### config.mk
export PLATFORM = sky130hd
export DESIGN_NAME = bist_session_seq
export DESIGN_NICKNAME = d
export VERILOG_FILES = /design/src/rtl/bist_session_seq.sv
export SDC_FILE = /design/constraint.sdc
export NUM_CORES = 1
export LEC_CHECK = 0
export ABC_AREA = 1
export BUFFER_PORTS_ARGS = -buffer_cell sky130_fd_sc_hd__buf_2
export CORE_MARGIN = 2
export CORE_UTILIZATION = 50
export DETAILED_ROUTE_END_ITERATION = 12
export PLACE_DENSITY = 0.72
export SYNTH_ARGS = -nofsm -noshare
export SYNTH_HDL_FRONTEND = slang
export SYNTH_SLANG_ARGS = --single-unit
export TNS_END_PERCENT = 1
### constraint.sdc
create_clock -name clk -period 11.85 [get_ports clk]
set_clock_uncertainty 0.15 [all_clocks]
set_input_delay 1.185 -clock clk [delete_from_list [all_inputs] [get_ports clk]]
set_output_delay 1.185 -clock clk [all_outputs]
set_load 0.02 [all_outputs]
### src/rtl/bist_session_seq.sv
module bist_session_seq #(
  parameter int NUM_TESTS = 6,
  parameter int NUM_SESS  = 6,
  parameter int PWR_W     = 4,
  parameter int LEN_W     = 8,
  parameter int CYC_W     = 16,
  localparam int SUM_W    = PWR_W + $clog2(NUM_TESTS + 1),
  localparam int SIDX_W   = $clog2(NUM_SESS + 1)
) (
  input  logic                          clk,
  input  logic                          rst_n,
  input  logic                          start_i,
  input  logic [NUM_TESTS*PWR_W-1:0]    test_pwr_i,
  input  logic [NUM_TESTS*LEN_W-1:0]    test_len_i,
  input  logic [NUM_SESS*NUM_TESTS-1:0] sess_mask_i,
  input  logic [SIDX_W-1:0]             sess_cnt_i,
  input  logic [SUM_W-1:0]              pwr_limit_i,
  output logic [NUM_TESTS-1:0]          test_en_o,
  output logic                          busy_o,
  output logic                          done_o,
  output logic                          err_o,
  output logic [CYC_W-1:0]              elapsed_o
);

  typedef enum logic [2:0] {S_IDLE, S_CHECK, S_RUN, S_DONE, S_ERR} state_t;

  state_t              state;
  logic [SIDX_W-1:0]   sess_idx;
  logic [NUM_TESTS-1:0] cur_mask;
  logic [NUM_TESTS-1:0] near_end;
  logic [SUM_W-1:0]    sess_sum;
  logic [SUM_W-1:0]    live_sum;
  logic                past_last;
  logic                over_budget;
  logic                launch;

  always_comb begin
    cur_mask = '0;
    for (int s = 0; s < NUM_SESS; s++)
      if (sess_idx == SIDX_W'(s)) cur_mask = sess_mask_i[s*NUM_TESTS +: NUM_TESTS];
  end

  always_comb begin
    sess_sum = '0;
    live_sum = '0;
    for (int i = 0; i < NUM_TESTS; i++) begin
      if (cur_mask[i])  sess_sum = sess_sum + SUM_W'(test_pwr_i[i*PWR_W +: PWR_W]);
      if (test_en_o[i]) live_sum = live_sum + SUM_W'(test_pwr_i[i*PWR_W +: PWR_W]);
    end
  end

  assign past_last   = (sess_idx >= sess_cnt_i) || (sess_idx >= SIDX_W'(NUM_SESS));
  assign over_budget = sess_sum > pwr_limit_i;
  assign launch      = (state == S_CHECK) && !past_last && (cur_mask != '0) && !over_budget;

  for (genvar g = 0; g < NUM_TESTS; g++) begin : gen_test
    logic [LEN_W-1:0] rem;
    always_ff @(posedge clk or negedge rst_n) begin
      if (!rst_n)          rem <= '0;
      else if (launch)     rem <= cur_mask[g] ? test_len_i[g*LEN_W +: LEN_W] : '0;
      else if (rem != '0)  rem <= rem - 1'b1;
    end
    assign test_en_o[g] = (rem != '0);
    assign near_end[g]  = (rem <= LEN_W'(1));
  end

  always_ff @(posedge clk or negedge rst_n) begin
    if (!rst_n) begin
      state     <= S_IDLE;
      sess_idx  <= '0;
      elapsed_o <= '0;
    end else begin
      case (state)
        S_IDLE, S_DONE, S_ERR:
          if (start_i) begin
            state     <= S_CHECK;
            sess_idx  <= '0;
            elapsed_o <= '0;
          end
        S_CHECK:
          if (past_last)              state    <= S_DONE;
          else if (cur_mask == '0)    sess_idx <= sess_idx + 1'b1;
          else if (over_budget)       state    <= S_ERR;
          else                        state    <= S_RUN;
        S_RUN: begin
          if (|test_en_o) elapsed_o <= elapsed_o + 1'b1;
          if (&near_end) begin
            state    <= S_CHECK;
            sess_idx <= sess_idx + 1'b1;
          end
        end
        default: state <= S_IDLE;
      endcase
    end
  end

  assign busy_o = (state == S_CHECK) || (state == S_RUN);
  assign done_o = (state == S_DONE);
  assign err_o  = (state == S_ERR);

  assert_power_budget_R2: assert property (@(posedge clk) disable iff (!rst_n)
    live_sum <= pwr_limit_i);
  assert_err_quiet_R2: assert property (@(posedge clk) disable iff (!rst_n)
    err_o |-> (test_en_o == '0));
  assert_en_in_session_R3: assert property (@(posedge clk) disable iff (!rst_n)
    (test_en_o & ~cur_mask) == '0);
  assert_en_while_busy_R3: assert property (@(posedge clk) disable iff (!rst_n)
    (|test_en_o) |-> busy_o);
  assert_flags_exclusive_R6: assert property (@(posedge clk) disable iff (!rst_n)
    !(done_o && err_o) && !(busy_o && (done_o || err_o)));
  assert_count_frozen_R6: assert property (@(posedge clk) disable iff (!rst_n)
    (done_o && !start_i) |=> (elapsed_o == $past(elapsed_o)));
  assert_start_ignored_R7: assert property (@(posedge clk) disable iff (!rst_n)
    (busy_o && start_i) |=> (elapsed_o == $past(elapsed_o) || elapsed_o == $past(elapsed_o) + 1'b1));

endmodule

After elaboration in Yosys (flattened, before gate mapping)
Index checks and enable logic that the tools add are counted.
{"block": "totals", "ff_bits": 70, "input_bits": 121, "output_inout_bits": 25, "word_cells": 121}
{"block": "op_classes", "add_sub_neg": 13, "magnitude_cmp": 9, "n_eq_ne": 15, "mux": 44, "n_reduce_logical": 31}
{"operator": "two-way mux 8 bit", "n": 18}
{"operator": "<= comparator 8 x 1 -> 1 bit (second input constant)", "n": 6}
{"operator": "nonzero test 8 bit", "n": 6}
{"operator": "subtractor 8 x 1 -> 8 bit (second input constant)", "n": 6}
{"operator": "two-way mux 6 bit", "n": 6}
{"operator": "adder 7 x 4 -> 7 bit", "n": 5}
{"operator": "two-way mux 7 bit", "n": 5}
{"operator": "two-way mux 16 bit", "n": 2}
{"operator": "case mux 16 bit (2 select lines)", "n": 1}
{"operator": "two-way mux 3 bit", "n": 9}
{"operator": "case mux 3 bit (3 select lines)", "n": 2}
{"operator": "adder 16 x 1 -> 16 bit (second input constant)", "n": 1}
{"operator": "nonzero test 2 bit", "n": 7}
{"operator": "equality test 3 x 2 -> 1 bit (second input constant)", "n": 4}
{"operator": "!= test 2 bit (second input constant)", "n": 5}
{"operator": "equality test 3 bit (second input constant)", "n": 3}
{"operator": "> comparator 7 bit", "n": 1}
{"operator": "equality test 3 x 1 -> 1 bit (second input constant)", "n": 2}
{"operator": "zero test 3 bit", "n": 2}
{"operator": "zero test 6 bit", "n": 1}
{"operator": "AND reduction 3 bit", "n": 2}
{"operator": "AND reduction 6 bit", "n": 1}
{"operator": "nonzero test 6 bit", "n": 1}
{"operator": "OR reduction 6 bit", "n": 1}
{"operator": "11 further kinds", "n": 15}

Depth between registers and ports, before layout
{"block": "depth", "word_depth": 23, "ltp_mapped": 50, "ltp_nobuf": 49}

Worst setup path before layout
Ideal clock, no wire load.
{"block": "synth_timing", "path_kind": "input to register", "from": "input sess_mask_i[6]", "to": "register gen_test[0].rem[0]", "setup_ns": 0.120, "t_arrival_ns": 7.323, "t_required_ns": 11.580, "path_slack_ns": 4.258, "stages": 42, "path_buffers": 2, "cell_sequence": "nand2_1 a21oi_1 o21ai_2 nand2_4 nand2_4 nor2_1 ha_1 inv_1 fa_1 nand2_1 nand2_1 inv_1 fa_1 nand2_1 nand2_1 inv_1 fa_1 xor2_1 [... 6 more ...] o21ai_0 ha_1 nand2_1 o21ai_0 nand2_1 nand3b_1 o21ai_1 nand2_1 ha_1 nand4_1 o31ai_1 inv_1 nor3_2 nand2_4 buf_6 buf_6 o21ai_0 inv_1"}
{"block": "synth_between", "elab_chain_cells": 20, "word_cells_on_any_way": 24, "cone_classes": "5 x add/sub; 1 x order compare; 13 x mux; 5 x reduce/logical"}
{"element": "start: declaration", "line": "15", "text": "input logic [NUM_SESS*NUM_TESTS-1:0] sess_mask_i,"}
{"element": "two-way mux 6 bit * (5 in series)", "line": "40", "text": "if (sess_idx == SIDX_W'(s)) cur_mask = sess_mask_i[s*NUM_TESTS +: NUM_TESTS];"}
{"element": "two-way mux 4 bit", "line": "47", "text": "if (cur_mask[i]) sess_sum = sess_sum + SUM_W'(test_pwr_i[i*PWR_W +: PWR_W]);"}
{"element": "adder 7 x 4 -> 7 bit", "line": "47"}
{"element": "two-way mux 7 bit", "line": "47"}
{"element": "adder 7 x 4 -> 7 bit", "line": "47"}
{"element": "two-way mux 7 bit", "line": "47"}
{"element": "adder 7 x 4 -> 7 bit", "line": "47"}
{"element": "two-way mux 7 bit", "line": "47"}
{"element": "adder 7 x 4 -> 7 bit", "line": "47"}
{"element": "two-way mux 7 bit", "line": "47"}
{"element": "adder 7 x 4 -> 7 bit", "line": "47"}
{"element": "two-way mux 7 bit", "line": "47"}
{"element": "> comparator 7 bit", "line": "53", "text": "assign over_budget = sess_sum > pwr_limit_i;"}
{"element": "zero test 1 bit", "line": "54", "text": "assign launch = (state == S_CHECK) && !past_last && (cur_mask != '0) && !over_budget;"}
{"element": "logical AND 1 bit", "line": "54"}
{"element": "two-way mux 8 bit or nonzero test 2 bit (tied branches)"}
{"element": "end signal: assignment", "line": "60", "text": "else if (launch) rem <= cur_mask[g] ? test_len_i[g*LEN_W +: LEN_W] : '0;"}
{"element": "end signal: assignment", "line": "61", "text": "else if (rem != '0) rem <= rem - 1'b1;"}
{"element": "end: declaration", "line": "57", "text": "logic [LEN_W-1:0] rem;"}
Mark *: on every way between the ends. The rest lies on a longest branch, timed or not.
A chain may end at the register's enable or synchronous reset.

Final worst setup path
{"block": "layout_timing", "from": "register sess_idx[2]", "to": "register gen_test[0].rem[6]"}
{"block": "layout_between", "elab_chain_cells": 22, "word_cells_on_any_way": 36, "cone_classes": "5 x add/sub; 3 x order compare; 5 x eq/ne; 14 x mux; 9 x reduce/logical"}
{"element": "start: declaration", "line": "28", "text": "logic [SIDX_W-1:0] sess_idx;"}
{"element": "start signal: assignment", "line": "82", "text": "else if (cur_mask == '0) sess_idx <= sess_idx + 1'b1;"}
{"element": "start signal: assignment", "line": "89", "text": "sess_idx <= sess_idx + 1'b1;"}
{"element": "zero test 3 bit", "line": "40"}
{"element": "two-way mux 6 bit (6 in series)", "line": "40"}
{"element": "two-way mux 4 bit", "line": "47"}
{"element": "adder 7 x 4 -> 7 bit", "line": "47"}
{"element": "two-way mux 7 bit", "line": "47"}
{"element": "adder 7 x 4 -> 7 bit", "line": "47"}
{"element": "two-way mux 7 bit", "line": "47"}
{"element": "adder 7 x 4 -> 7 bit", "line": "47"}
{"element": "two-way mux 7 bit", "line": "47"}
{"element": "adder 7 x 4 -> 7 bit", "line": "47"}
{"element": "two-way mux 7 bit", "line": "47"}
{"element": "adder 7 x 4 -> 7 bit", "line": "47"}
{"element": "two-way mux 7 bit", "line": "47"}
{"element": "> comparator 7 bit", "line": "53"}
{"element": "zero test 1 bit", "line": "54"}
{"element": "logical AND 1 bit", "line": "54"}
{"element": "two-way mux 8 bit or nonzero test 2 bit (tied branches)"}
Several ways; a longest one is shown, not always the timed one.

==> impl_results.md <==
- Status: finished, final reports clean
- Main flop type after synthesis: dfrtp_1
- Cts hold-fix bufs: 0
- Final setup violation count: 0
- DRT Pass-1 Iters: 5
- Antenna violations before repair: 0
- Worst hold path class: flop to flop
- Reg2reg start: sess_idx[2]$_DFFE_PN0P_
- Clock Path Buffers: 2
- Synthesized area: 6580 um^2
- Largest family of logic cells by synthesized area: simple AND/OR/NAND/NOR gates
- Initial Util: about half
- Min-delay src: elapsed_o[15]$_DFFE_PN0P_
- Clk Latency, worst-skew pair: 0.33 ns
- P_leak: 4.24 nW
- Worst Hold Path Cells: 2
- Area grow syn2layout: 16.9%
- Gpl congestion: 0.939
- Cells on worst reg2reg path: 45
- Routed WL: 16800 um
- Via count: around 6400
- Vias in the first global route: 5983
- RSZ-0062 raised after global routing: no
- Asr flop ratio synth: 100%
- Fin area: slightly below 8000 um^2
- Largest area contributor in the netlist: dfrtp_1
- Multiplexer share of the synthesized area: 0%
- Reg-to-reg setup timing slack: 3.00 ns
- Cell variety after synth: 50
- Hold_ws: 0.392 ns
- Worst Hold Path EP: elapsed_o[15]$_DFFE_PN0P_
- Total power: 2.40 mW
- Clock sink total: 70
- Synth Area in Compound Gates: 10.3%
- WS Path Type: flop to flop
- Required time of the critical path: 11.93 ns
- Post-synthesis adder-cell area fraction: 10.6%
- CTS root buf: clkbuf_16
- Routed WL per cell: 12.9 um
- Final hold viol count: 0
- Total gr overflow: 0
- First-pass GRT wire length: roughly 28000 um
- CTS buffer count: 9
- Die ar.: 14100 um^2
- Max Slew Vio Count: 0
- PwrDens: 312 nW/um^2
- Synthesized Nets: around 1200
- Post-DR vias/cell: between 4 and 5
- Global Route Usage Sum: about a quarter
- EDFF count, synth: 0
- VDD IR max: between 0.0002 and 0.00025 V
- CP Capture Type: flop
- Global routing usage on met1: 33.6%
- Share of layout cells above drive strength 1: 18.9%
- Final worst-path cycle share: 74.7%
- FMAX: 113 MHz
- IO Pins: 146
- Max-Cap Viols: 0
- Post-layout min period: 8.85 ns
- Post-Synth Simple-Gate Area: 34.6%
- DPL Wire Length: 13200 um
- Critical Path Max Stage Delay: 0.58 ns
- Initial drt markers: 512
- Core area: 12700 um^2
- Critical path's most frequent cell: nand2_1
- Synth top area cells: dfrtp_1, nand2_1, ha_1
- Post-cts resize count: 0
- Post-CTS setup repair buffer count: 0
- Cell count after synthesis: 976
- Sequential fraction of the synthesis area: 26.6%
- Worst path arrival time: 8.93 ns
- Crit path max fanout: between 60 and 70
- #FFs+latches synth: 70
- Yosys Warn Count: 0
- Met2 demand-to-capacity share in global routing: 38.6%
- Synth Area in XOR/XNOR: 6.66%
- TritonCTS clock tree: done
- Antenna cells: 0
- Placed Area: ~7400 um^2
- Worst-path clk slew: 0.05 ns
- Final core occ: between 60% and 70%
- Die X: 119 um
- Slowest-stage cell, CP: dfrtp_1
- Slew of the pin with the lowest slew margin: just over 0.9 ns
- Crit path buf inv count: 8
- H-tree levels: 3
- CP top delay family: adder cells
- Rel. slew slack: 39.4%
- CP Launch Type: flop
- # nets final: 1293
- Post-Syn Area per Cell: 6.74 um^2
- Largest net degree at the start of global routing: 71
- Crit Reg-Reg Endpoint: gen_test[0].rem[6]$_DFFE_PN0P_
- Post-synth top area share: 26.6%
- Site Rows: 41
- Final ANT Viol Nets: 0
- Number of buffers inserted by port buffering: 145
- Setup_tns: 0 ns
- Number of remaining DRC errors: 0
- Met3 Resource Use GR: 4.83%
- Busiest grt layer: met2
- Die Height: 119 um
## kinds of logic (layout without fill, tap and decap cells)
kind of cell | count (synthesis) | after routing
AOI/OAI and AO/OA | 125 | 125
xor gates and xnor gates | 50 | 50
adders and majority gates | 53 | 53
buffers and inverters | 178 | 324
DFF | 70 | 70
and+or+nand+nor | 500 | 500
## cells in the final DEF, fill, tap and decap left out, types with 3 or more instances in the layout
master,synthesis,routed
a21oi_1,26,26
nor3_1,22,22
and2_1,3,3
nand3_1,77,77
xor2_1,27,27
buf_2,6,145
inv_1,158,158
fa_1,5,5
nand3b_1,3,3
nand2_1,243,243
nand2_4,6,6
o21ai_1,11,11
or2_2,21,21
inv_2,3,3
xnor2_1,23,23
o21ai_0,67,67
nor2_1,79,79
dfrtp_1,70,70
clkbuf_8,0,3
nor2_2,4,4
ha_1,48,48
nand2_2,8,8
nor4_1,6,6
o31ai_1,10,10
or3_1,4,4
nand4_1,11,11
clkbuf_16,0,9
o21ai_2,3,3
## flip-flops by register name, indices dropped and copies added (netlist names)
name,count
gen_test.rem,48
sess_idx,3
state,3
elapsed_o,16
## per-layer routing
metal / up-vias / share of wire [%]
met5: - / 0
met4: 0 / 1.5
met3: 24 / 7.2
met2: 196 / 44
met1: 2824 / 47
li1: 3395 / -
## cell type report
cell class / count / area [um^2]
timing repair buffer: 146 / 733
sequential: 70 / 1750
clock inverter: 1 / 5.00
fill: 1317 / 5030
clock buffer: 13 / 270
inverter: 164 / 623
tap: 172 / 215
multi-input combinational: 728 / 4100
## worst max path at each step
stage,to,depth (start not counted),start
finish,gen_test[0].rem[6]$_DFFE_PN0P_,45,sess_idx[2]$_DFFE_PN0P_
global route,gen_test[4].rem[6]$_DFFE_PN0P_,44,sess_idx[2]$_DFFE_PN0P_
CTS,gen_test[0].rem[6]$_DFFE_PN0P_,45,sess_idx[2]$_DFFE_PN0P_
detailed placement,gen_test[0].rem[6]$_DFFE_PN0P_,43,sess_mask_i[0]
global placement,gen_test[0].rem[2]$_DFFE_PN0P_,43,sess_mask_i[0]
floorplan,gen_test[0].rem[0]$_DFFE_PN0P_,42,sess_mask_i[6]
## report_power, final
part	leakage (nW)	switching, mW	internal, mW
clock network	0.138	0.0954	0.156
logic	3.22	1.07	0.657
registers	0.882	0.0815	0.341
## Yosys cell counts, types with 4 or more instances
cell and n:
a21oi_1 26, buf_2 6, buf_6 4, dfrtp_1 70
fa_1 5, ha_1 48, inv_1 158, nand2_1 243
nand2_2 8, nand2_4 6, nand3_1 77, nand4_1 11
nor2_1 79, nor2_2 4, nor3_1 22, nor4_1 6
o21ai_0 67, o21ai_1 11, o31ai_1 10, or2_2 21
or3_1 4, xnor2_1 23, xor2_1 27
## through the flow
step,std cells,setup slack [ns]
6_report,1294,3.00
5_1_grt,1294,2.11
4_1_cts,1294,3.02
3_5_place_dp,1280,2.99
3_3_place_gp,1280,3.22
2_1_floorplan,976,4.26
## worst min-delay path, stage by stage, from the launching register on
cell     delay, ns
dfrtp_1       0.38
nand2_1       0.06
o31ai_1       0.06
Note: power is estimated with default switching activity, not from simulation.
